**src/rtl/gtmr_pkg.sv**
```systemverilog
// Shared types of the gated timer: the encoding of the gate-source select.
package gtmr_pkg;
    typedef enum logic [1:0] {
        GSRC_PIN    = 2'b00,
        GSRC_T8WRAP = 2'b01,
        GSRC_PRLD   = 2'b10,
        GSRC_NONE   = 2'b11
    } gsrc_e;
endpackage

```
**src/rtl/gtmr_sync.sv**
```systemverilog
// Multi-flop synchronizer for the external gate pin.
// Assumes STAGES >= 2 and that the pin is a level, not a short pulse.
module gtmr_sync #(
    parameter int STAGES = 2
) (
    input  logic clk,
    input  logic rst_n,
    input  logic d,
    output logic q
);
    logic [STAGES-1:0] sh;

    // Shift the pin through the stage chain.
    always_ff @(posedge clk) begin
        if (!rst_n) sh <= '0;
        else        sh <= {sh[STAGES-2:0], d};
    end

    assign q = sh[STAGES-1];
endmodule

```
**src/rtl/gtmr_free.sv**
```systemverilog
// Free-running W-bit timer that advances on tick. When it wraps from all-ones
// to zero it raises wrap_pulse for the following clock cycle.
// Assumes tick is synchronous to clk.
module gtmr_free #(
    parameter int W = 8
) (
    input  logic clk,
    input  logic rst_n,
    input  logic tick,
    output logic wrap_pulse
);
    localparam logic [W-1:0] ONE = W'(1);
    logic [W-1:0] cnt;

    // Advance the timer and record a wrap.
    always_ff @(posedge clk) begin
        if (!rst_n) begin
            cnt        <= '0;
            wrap_pulse <= 1'b0;
        end else begin
            wrap_pulse <= tick && (cnt == '1);
            if (tick) cnt <= cnt + ONE;
        end
    end


    wrap_zero_chk: assert property (@(posedge clk) disable iff (!rst_n)
        wrap_pulse |-> (cnt == '0));

    wrap_single_chk: assert property (@(posedge clk) disable iff (!rst_n)
        wrap_pulse |=> !wrap_pulse);
endmodule

```
**src/rtl/gtmr_period.sv**
```systemverilog
// W-bit period timer. It advances on tick until it equals the period value.
// The next tick clears it and raises rld_pulse for the following cycle.
// Assumes period changes only when the designer accepts one long cycle.
module gtmr_period #(
    parameter int W = 8
) (
    input  logic         clk,
    input  logic         rst_n,
    input  logic         tick,
    input  logic [W-1:0] period,
    output logic         rld_pulse
);
    localparam logic [W-1:0] ONE = W'(1);
    logic [W-1:0] cnt;
    logic         hit;

    assign hit = (cnt == period);

    // Count towards the period and reload on the tick after a match.
    always_ff @(posedge clk) begin
        if (!rst_n) begin
            cnt       <= '0;
            rld_pulse <= 1'b0;
        end else begin
            rld_pulse <= tick && hit;
            if (tick) cnt <= hit ? '0 : cnt + ONE;
        end
    end


    rld_zero_chk: assert property (@(posedge clk) disable iff (!rst_n)
        rld_pulse |-> (cnt == '0));
endmodule

```
**src/rtl/gtmr_gate.sv**
```systemverilog
// Gate path: source multiplexer, polarity, toggle flip-flop and bypass.
// Produces the gate applied to the counter. Assumes all inputs are
// synchronous to clk.
module gtmr_gate
    import gtmr_pkg::*;
(
    input  logic  clk,
    input  logic  rst_n,
    input  logic  gate_en,
    input  gsrc_e src,
    input  logic  gate_pol,
    input  logic  toggle_en,
    input  logic  pin_s,
    input  logic  wrap_pulse,
    input  logic  rld_pulse,
    output logic  gate_val
);
    logic raw;
    logic pol_g;
    logic prev_g;
    logic tff;
    logic rise;

    // Select the raw gate source.
    always_comb begin
        unique case (src)
            GSRC_PIN:    raw = pin_s;
            GSRC_T8WRAP: raw = wrap_pulse;
            GSRC_PRLD:   raw = rld_pulse;
            default:     raw = 1'b0;
        endcase
    end

    // Apply polarity; the reserved code stays inactive.
    always_comb begin
        if (src == GSRC_NONE) pol_g = 1'b0;
        else                  pol_g = gate_pol ? raw : ~raw;
    end

    assign rise = pol_g && !prev_g;

    // Track the previous gate and flip the toggle flop on rising edges.
    always_ff @(posedge clk) begin
        if (!rst_n) begin
            prev_g <= 1'b0;
            tff    <= 1'b0;
        end else begin
            prev_g <= pol_g;
            if (!toggle_en) tff <= 1'b0;
            else if (rise)  tff <= ~tff;
        end
    end

    // Choose bypass, toggled or direct gate.
    always_comb begin
        if (!gate_en)      gate_val = 1'b1;
        else if (toggle_en) gate_val = tff;
        else               gate_val = pol_g;
    end


    tff_flip_chk: assert property (@(posedge clk) disable iff (!rst_n)
        (toggle_en && rise) |=> (tff != $past(tff)));

    tff_clear_chk: assert property (@(posedge clk) disable iff (!rst_n)
        !toggle_en |=> !tff);
endmodule

```
**src/rtl/gated_timer.sv**
```systemverilog
// Top of the gated timer: a CNT_W-bit counter advanced on tick while the
// selected gate is active, plus helper timers, pin synchronizer and gate path.
// Assumes all inputs except gate_pin are synchronous to clk.
module gated_timer
    import gtmr_pkg::*;
#(
    parameter int CNT_W       = 16,
    parameter int HELP_W      = 8,
    parameter int SYNC_STAGES = 2
) (
    input  logic              clk,
    input  logic              rst_n,
    input  logic              tick,
    input  logic              gate_en,
    input  logic [1:0]        src_sel,
    input  logic              gate_pol,
    input  logic              toggle_en,
    input  logic              gate_pin,
    input  logic [HELP_W-1:0] period,
    input  logic              load,
    input  logic [CNT_W-1:0]  load_val,
    output logic [CNT_W-1:0]  count,
    output logic              ovf,
    output logic              gate_val
);
    localparam logic [CNT_W-1:0] ONE = CNT_W'(1);

    logic pin_s;
    logic wrap_pulse;
    logic rld_pulse;
    logic adv;

    gtmr_sync #(.STAGES(SYNC_STAGES)) u_sync (
        .clk(clk), .rst_n(rst_n), .d(gate_pin), .q(pin_s)
    );

    gtmr_free #(.W(HELP_W)) u_free (
        .clk(clk), .rst_n(rst_n), .tick(tick), .wrap_pulse(wrap_pulse)
    );

    gtmr_period #(.W(HELP_W)) u_period (
        .clk(clk), .rst_n(rst_n), .tick(tick), .period(period),
        .rld_pulse(rld_pulse)
    );

    gtmr_gate u_gate (
        .clk(clk), .rst_n(rst_n), .gate_en(gate_en), .src(gsrc_e'(src_sel)),
        .gate_pol(gate_pol), .toggle_en(toggle_en), .pin_s(pin_s),
        .wrap_pulse(wrap_pulse), .rld_pulse(rld_pulse), .gate_val(gate_val)
    );

    assign adv = tick && gate_val;

    // Load, count and flag a wrap of the main counter.
    always_ff @(posedge clk) begin
        if (!rst_n) begin
            count <= '0;
            ovf   <= 1'b0;
        end else if (load) begin
            count <= load_val;
            ovf   <= 1'b0;
        end else begin
            ovf <= adv && (count == '1);
            if (adv) count <= count + ONE;
        end
    end


    ovf_zero_chk: assert property (@(posedge clk) disable iff (!rst_n)
        ovf |-> (count == '0));

    load_take_chk: assert property (@(posedge clk) disable iff (!rst_n)
        load |=> (count == $past(load_val)));

    bypass_count_chk: assert property (@(posedge clk) disable iff (!rst_n)
        (!gate_en && tick && !load) |=> (count == $past(count) + ONE));

    rsvd_idle_chk: assert property (@(posedge clk) disable iff (!rst_n)
        (gate_en && !toggle_en && src_sel == 2'b11) |-> !gate_val);
endmodule

```
**config.mk**
```make
export PLATFORM = sky130hd
export DESIGN_NAME = gated_timer
export DESIGN_NICKNAME = d
export VERILOG_FILES = /design/src/rtl/gtmr_pkg.sv /design/src/rtl/gtmr_sync.sv /design/src/rtl/gtmr_free.sv /design/src/rtl/gtmr_period.sv /design/src/rtl/gtmr_gate.sv /design/src/rtl/gated_timer.sv
export SDC_FILE = /design/constraint.sdc
export NUM_CORES = 1
export LEC_CHECK = 0
export CAP_MARGIN = 20
export CORE_ASPECT_RATIO = 0.6
export CORE_MARGIN = 4
export CORE_UTILIZATION = 44
export DETAILED_ROUTE_END_ITERATION = 12
export PLACE_DENSITY_LB_ADDON = 0.25
export SYNTH_ARGS = -nofsm -noshare
export SYNTH_HDL_FRONTEND = slang
export SYNTH_SLANG_ARGS = --single-unit
```
**constraint.sdc**
```tcl
create_clock -name clk -period 1.4 [get_ports clk]
set_input_delay 0.28 -clock clk [delete_from_list [all_inputs] [get_ports clk]]
set_output_delay 0.28 -clock clk [all_outputs]
set_load 0.005 [all_outputs]
```
### Word-level counts from Yosys, hierarchy flattened

Cells that the tools add are included.

| word-level totals | value |
|---|---|
| flip-flop bits (word level) | 39 |
| word-level logic and storage cells | 39 |

| cells by class | value |
|---|---|
| add/subtract/negate cells | 3 |
| equal/unequal tests | 6 |
| multiplexer cells | 8 |
| bitwise logic cells | 3 |
| reduce and logical (&&, ||, !) cells | 10 |

Operators by type and width:

| operator | count |
|---|---|
| 16-bit 2-to-1 mux | 2 |
| 16-bit by 1-bit adder with 16-bit output (second input constant) | 1 |
| 8-bit by 1-bit adder with 8-bit output (second input constant) | 2 |
| 16-bit equality test (second input constant) | 1 |
| 8-bit equality test | 1 |
| 8-bit equality test (second input constant) | 1 |
| 8-bit 2-to-1 mux | 1 |
| 1-bit logical AND | 5 |
| 2-bit equality test (second input constant) | 2 |
| 1-bit 2-to-1 mux | 4 |
| 1-bit inverter | 3 |
| 1-bit one-hot mux with 3 select lines | 1 |
| 2-bit by 1-bit equality test with 1-bit output (second input constant) | 1 |
| 2-bit zero test | 1 |
| 2-bit AND reduction | 1 |
| 2-bit nonzero test | 1 |
| 2-bit OR reduction | 1 |
| 1-bit zero test | 1 |

### Longest topological paths before layout

| depth | value |
|---|---|
| depth after elaboration | 10 |
| depth in mapped cells | 6 |
| mapped depth without buffers | 5 |

### By module

From an unflattened synthesis, not the netlist that was laid out.

| unflattened totals | value |
|---|---|
| cells, all modules | 228 |
| area, all modules | 2009.4 um^2 |

By module, submodules not included:

| module | times used | cells an instance | area an instance (um^2) |
|---|---|---|---|
| gated_timer | 1 | 115 | 932.1 |
| gtmr_period | 1 | 52 | 494.2 |
| gtmr_free | 1 | 39 | 384.1 |
| gtmr_gate | 1 | 18 | 146.4 |
| gtmr_sync | 1 | 4 | 52.6 |

### Worst setup path before layout

OpenSTA, ideal clock, no wires.

| path | value |
|---|---|
| path kind | flip-flop to flip-flop |
| start point | register count[2] |
| end point | register count[11] |
| setup time | 0.135 ns |
| data arrival time | 1.422 ns |
| data required time | 1.265 ns |
| path slack | -0.157 ns |
| stages on the path, launching flop included | 6 |
| period minus slack after synthesis | 1.557 ns |
| cells stage by stage | dfxtp_1 > and4_4 > nand4_1 > a211oi_1 > a21o_1 > a31oi_1 |

| between the ends | value |
|---|---|
| cells in the longest elaborated chain, start to end | 3 |

Ends and longest elaborated chain:

| element | RTL line | RTL |
|---|---|---|
| start: declaration | gated_timer.sv:22 | `output logic [CNT_W-1:0] count,` |
| start signal: assignment | gated_timer.sv:60 | `count <= load_val;` |
| start signal: assignment | gated_timer.sv:64 | `if (adv) count <= count + ONE;` |
| 16-bit by 1-bit adder with 16-bit output | gated_timer.sv:64 |  |
| 16-bit 2-to-1 mux | gated_timer.sv:64 |  |
| 16-bit 2-to-1 mux | gated_timer.sv:59 | `end else if (load) begin` |

Every way passes these cells. The select of a mux whose other input is x is not followed.
A chain may end at the register's enable or synchronous reset.

### Worst setup path after layout

| path | value |
|---|---|
| start point | register u_period.rld_pulse |
| end point | register count[15] |

| between the ends | value |
|---|---|
| cells in the longest elaborated chain, start to end | 8 |

Ends and longest elaborated chain:

| element | RTL line | RTL |
|---|---|---|
| start: declaration | gtmr_period.sv:11 | `output logic rld_pulse` |
| start signal: assignment | gtmr_period.sv:25 | `rld_pulse <= tick && hit;` |
| 1-bit one-hot mux with 3 select lines * | gtmr_gate.sv:26 | `unique case (src)` |
| 1-bit inverter | gtmr_gate.sv:37 | `else pol_g = gate_pol ? raw : ~raw;` |
| 1-bit 2-to-1 mux * | gtmr_gate.sv:37 |  |
| 1-bit 2-to-1 mux * | gtmr_gate.sv:36 | `if (src == GSRC_NONE) pol_g = 1'b0;` |
| 1-bit 2-to-1 mux * | gtmr_gate.sv:57 | `else if (toggle_en) gate_val = tff;` |
| 1-bit 2-to-1 mux * | gtmr_gate.sv:56 | `if (!gate_en) gate_val = 1'b1;` |
| 1-bit logical AND * | gated_timer.sv:52 | `assign adv = tick && gate_val;` |
| 2-bit nonzero test (no source line) * | -- |  |

Every way passes the cells marked *; elsewhere a longest branch is shown, timed or not.

==> metrics.csv <==
metric,value,unit
status,finished with violations,
violations,negative setup slack,
drive_above_1_share,37.24,%
crit_type,flop to flop,
ys_seq_area_share,38.38,%
async_reset_ff_share,0,%
finalSetupTns,-4.375,ns
min_period,1.777,ns
final_cells,401,
antenna_left,0,
synth_edf_count,0,
max_freq,562.7,MHz
hold_viol,0,
grt.met2_usage,36.76,%
syn_avg_cell_area,8.962,sq um
clock_sinks,39,
antenna_found_initial,0,
initial_utilization,47.54,%
powerDensity,862.4,nW/um^2
grt_start_max_net_pins,33,
yosysWarningCount,0,
numCtsBuffers,5,
multiInputGateArea,1403,sq um
synthesis.nets,264,
worstSetupStartpointType,flop,
skew,0.007157,ns
finalHoldWorstSlack,0.4650,ns
die_area,5811,sq um
fin_crit_sh,126.9,%
regArea,812.0,sq um
vias,2190,
place_congestion,0.8201,
max_slew.worst_pin.slew,0.3878,ns
route.detailed.drc,0,
io_pins,52,
core,4279,sq um
synth.ff_latch_count,39,
rows,18,
area_growth,70.42,%
syn_area,2034,sq um
critPathCaptureType,flop,
met1_usage,32.35,%
drt_iter0_drc,166,
clk_pin_slew_worst_paths,0.08,ns
cp_max_fo,6,
cts-root-buf,clkbuf_8,
ys.flop_type,dfxtp_1,
busiest_layer,met2,
cts.hold.buffers_added,0,
grtUsageMet3,5.204,%
ys_types,36,
dieHeight,60.67,um
wl_per_cell,17.51,um
clockBufferDepth,2,
die_w,95.79,um
grt_first_pass_wirelength,10.23,mm
viasPerCell,5.461,
critPathLaunch,u_period.rld_pulse$_SDFF_PN0_,
dp_hpwl,4.186,mm
grt_pass1_vias,2120,
leakage,1.404,nW
drv_slew,0,
arrival,2.00,ns
rsz0062_at_grt,yes,
fillers,238,
setup_violations,20,
hold_start,u_free.cnt[7]$_SDFFE_PN0P_,
dp.cells,382,
relSlewSlack,74.09,%
htreeDepth,2,
worstPathRequired,1.62,ns
regToRegSetupSlack,-0.38,ns
min_path_type,flop to flop,
insertedDiodeCount,0,
cts_tree,yes,
ir_worst_vdd,0.6103,mV
drt-pass1-iter-count,4,
timing.rr.start,u_period.rld_pulse$_SDFF_PN0_,
wl,7.022,mm
syn_inst,227,
final_common_cell,buf_4,
grt_overflow_total,0,
fin_nets,377,
drv_cap,0,
timing.final.ws_setup,-0.3772,ns
numPortBuffers,51,
clock_latency,0.30,ns
mostFrequentLayoutCells,"buf_4, clkdlybuf4s50_1, o21ai_0, dfxtp_2",
grt_usage,23.47,%
-- state kept, by name (all words and copies together), names as in the netlist --
| name | count |
|---|---|
| count | 16 |
| ovf | 1 |
| u_free.cnt | 8 |
| u_free.wrap_pulse | 1 |
| u_gate.prev_g | 1 |
| u_gate.tff | 1 |
| u_period.cnt | 8 |
| u_period.rld_pulse | 1 |
| u_sync.sh | 2 |
-- cell type report --
| cell class | count | share of cell area, % |
|---|---|---|
| flip-flops and latches | 39 | 23.42 |
| clock inverters | 2 | 1.732 |
| multi-input cells | 174 | 40.45 |
| well taps | 60 | 2.165 |
| inverters | 6 | 0.6496 |
| clock buffers | 6 | 2.093 |
| repair buffers | 114 | 29.48 |
-- power by group --
group          switching, mW  total, mW  internal [mW]
combinational          0.286      0.644          0.358
sequential            0.0428       1.21           1.16
clock                  0.426       1.14          0.713
total                  0.755       2.99           2.24
-- critical path, cell delays in order (launching register included) --
cell       delay [ns]
dfxtp_4          0.36
buf_6            0.12
mux2i_4          0.14
mux2i_2          0.11
buf_6            0.15
buf_6            0.11
a2111oi_4        0.37
xnor2_1          0.13
a21oi_1          0.20
-- kinds of logic (layout without fill, tap and decap cells) --
| group | after synthesis | after routing | share of synthesized area [%] |
|---|---|---|---|
| AO/OA/AOI/OAI | 57 | 57 | 19.13 |
| XOR/XNOR | 34 | 34 | 14.64 |
| adder cells (fa/ha/maj) | 3 | 3 | 1.845 |
| AND/OR/NAND/NOR | 73 | 73 | 19.25 |
| flip-flops | 39 | 39 | 38.38 |
| buffers and inverters | 14 | 128 | 3.321 |
| multiplexers | 7 | 7 | 3.444 |
-- what timing repair did --
action,in CTS,in global routing
resized for setup,53,37
setup buffers,11,7
pin swaps,16,27
setup endpoints to repair,48,31
-- path summary, 6_finish.rpt --
kind / depth (start not counted) / end
worst max-delay path: 8 / count[15]$_SDFFE_PN0P_
worst min-delay path: 2 / u_free.wrap_pulse$_SDFF_PN0_
worst max register to register: 8 / count[15]$_SDFFE_PN0P_
worst min register to register: 2 / u_free.wrap_pulse$_SDFF_PN0_
-- metrics by stage --
stage	utilization [%]	power, mW	instance area (sq um)	setup slack, ns
global route	81.02	3.091	3467	-0.4268
floorplan	-	1.450	2079	-0.09689
detailed placement	70.64	1.779	3023	-0.9526
global placement	70.64	1.768	3023	-0.9032
finish	81.02	2.990	3467	-0.3772
CTS	76.52	2.919	3274	-0.2947
-- cell usage after synthesis (all sizes together) (2+ instances only) --
library cell	count	area share [%]
a2111oi	3	3.2
a211oi	6	2.2
a21oi	20	5.5
a31oi	4	1.2
and2	6	1.8
and4	4	1.8
buf	3	1.3
clkbuf	5	0.92
dfxtp	39	38
ha	3	1.8
inv	5	0.92
mux2i	7	3.4
nand2	15	2.8
nand3	9	2.2
nand3b	3	1.1
nand4	12	3.7
nor2	14	2.6
nor2b	2	0.61
o21ai	19	4.7
o31ai	2	0.74
or3	3	0.92
xnor2	26	11
xor2	8	3.4
-- per-layer routing --
layer  routed length [um]  up-vias  share of wire (%)
met3                  539       17                7.7
met5                    0        -                  0
met1                 3128     1036                 45
li1                     -     1045                  -
met4                  138        0                2.0
met2                 3215       92                 46
(Power assumes the default switching activity.)
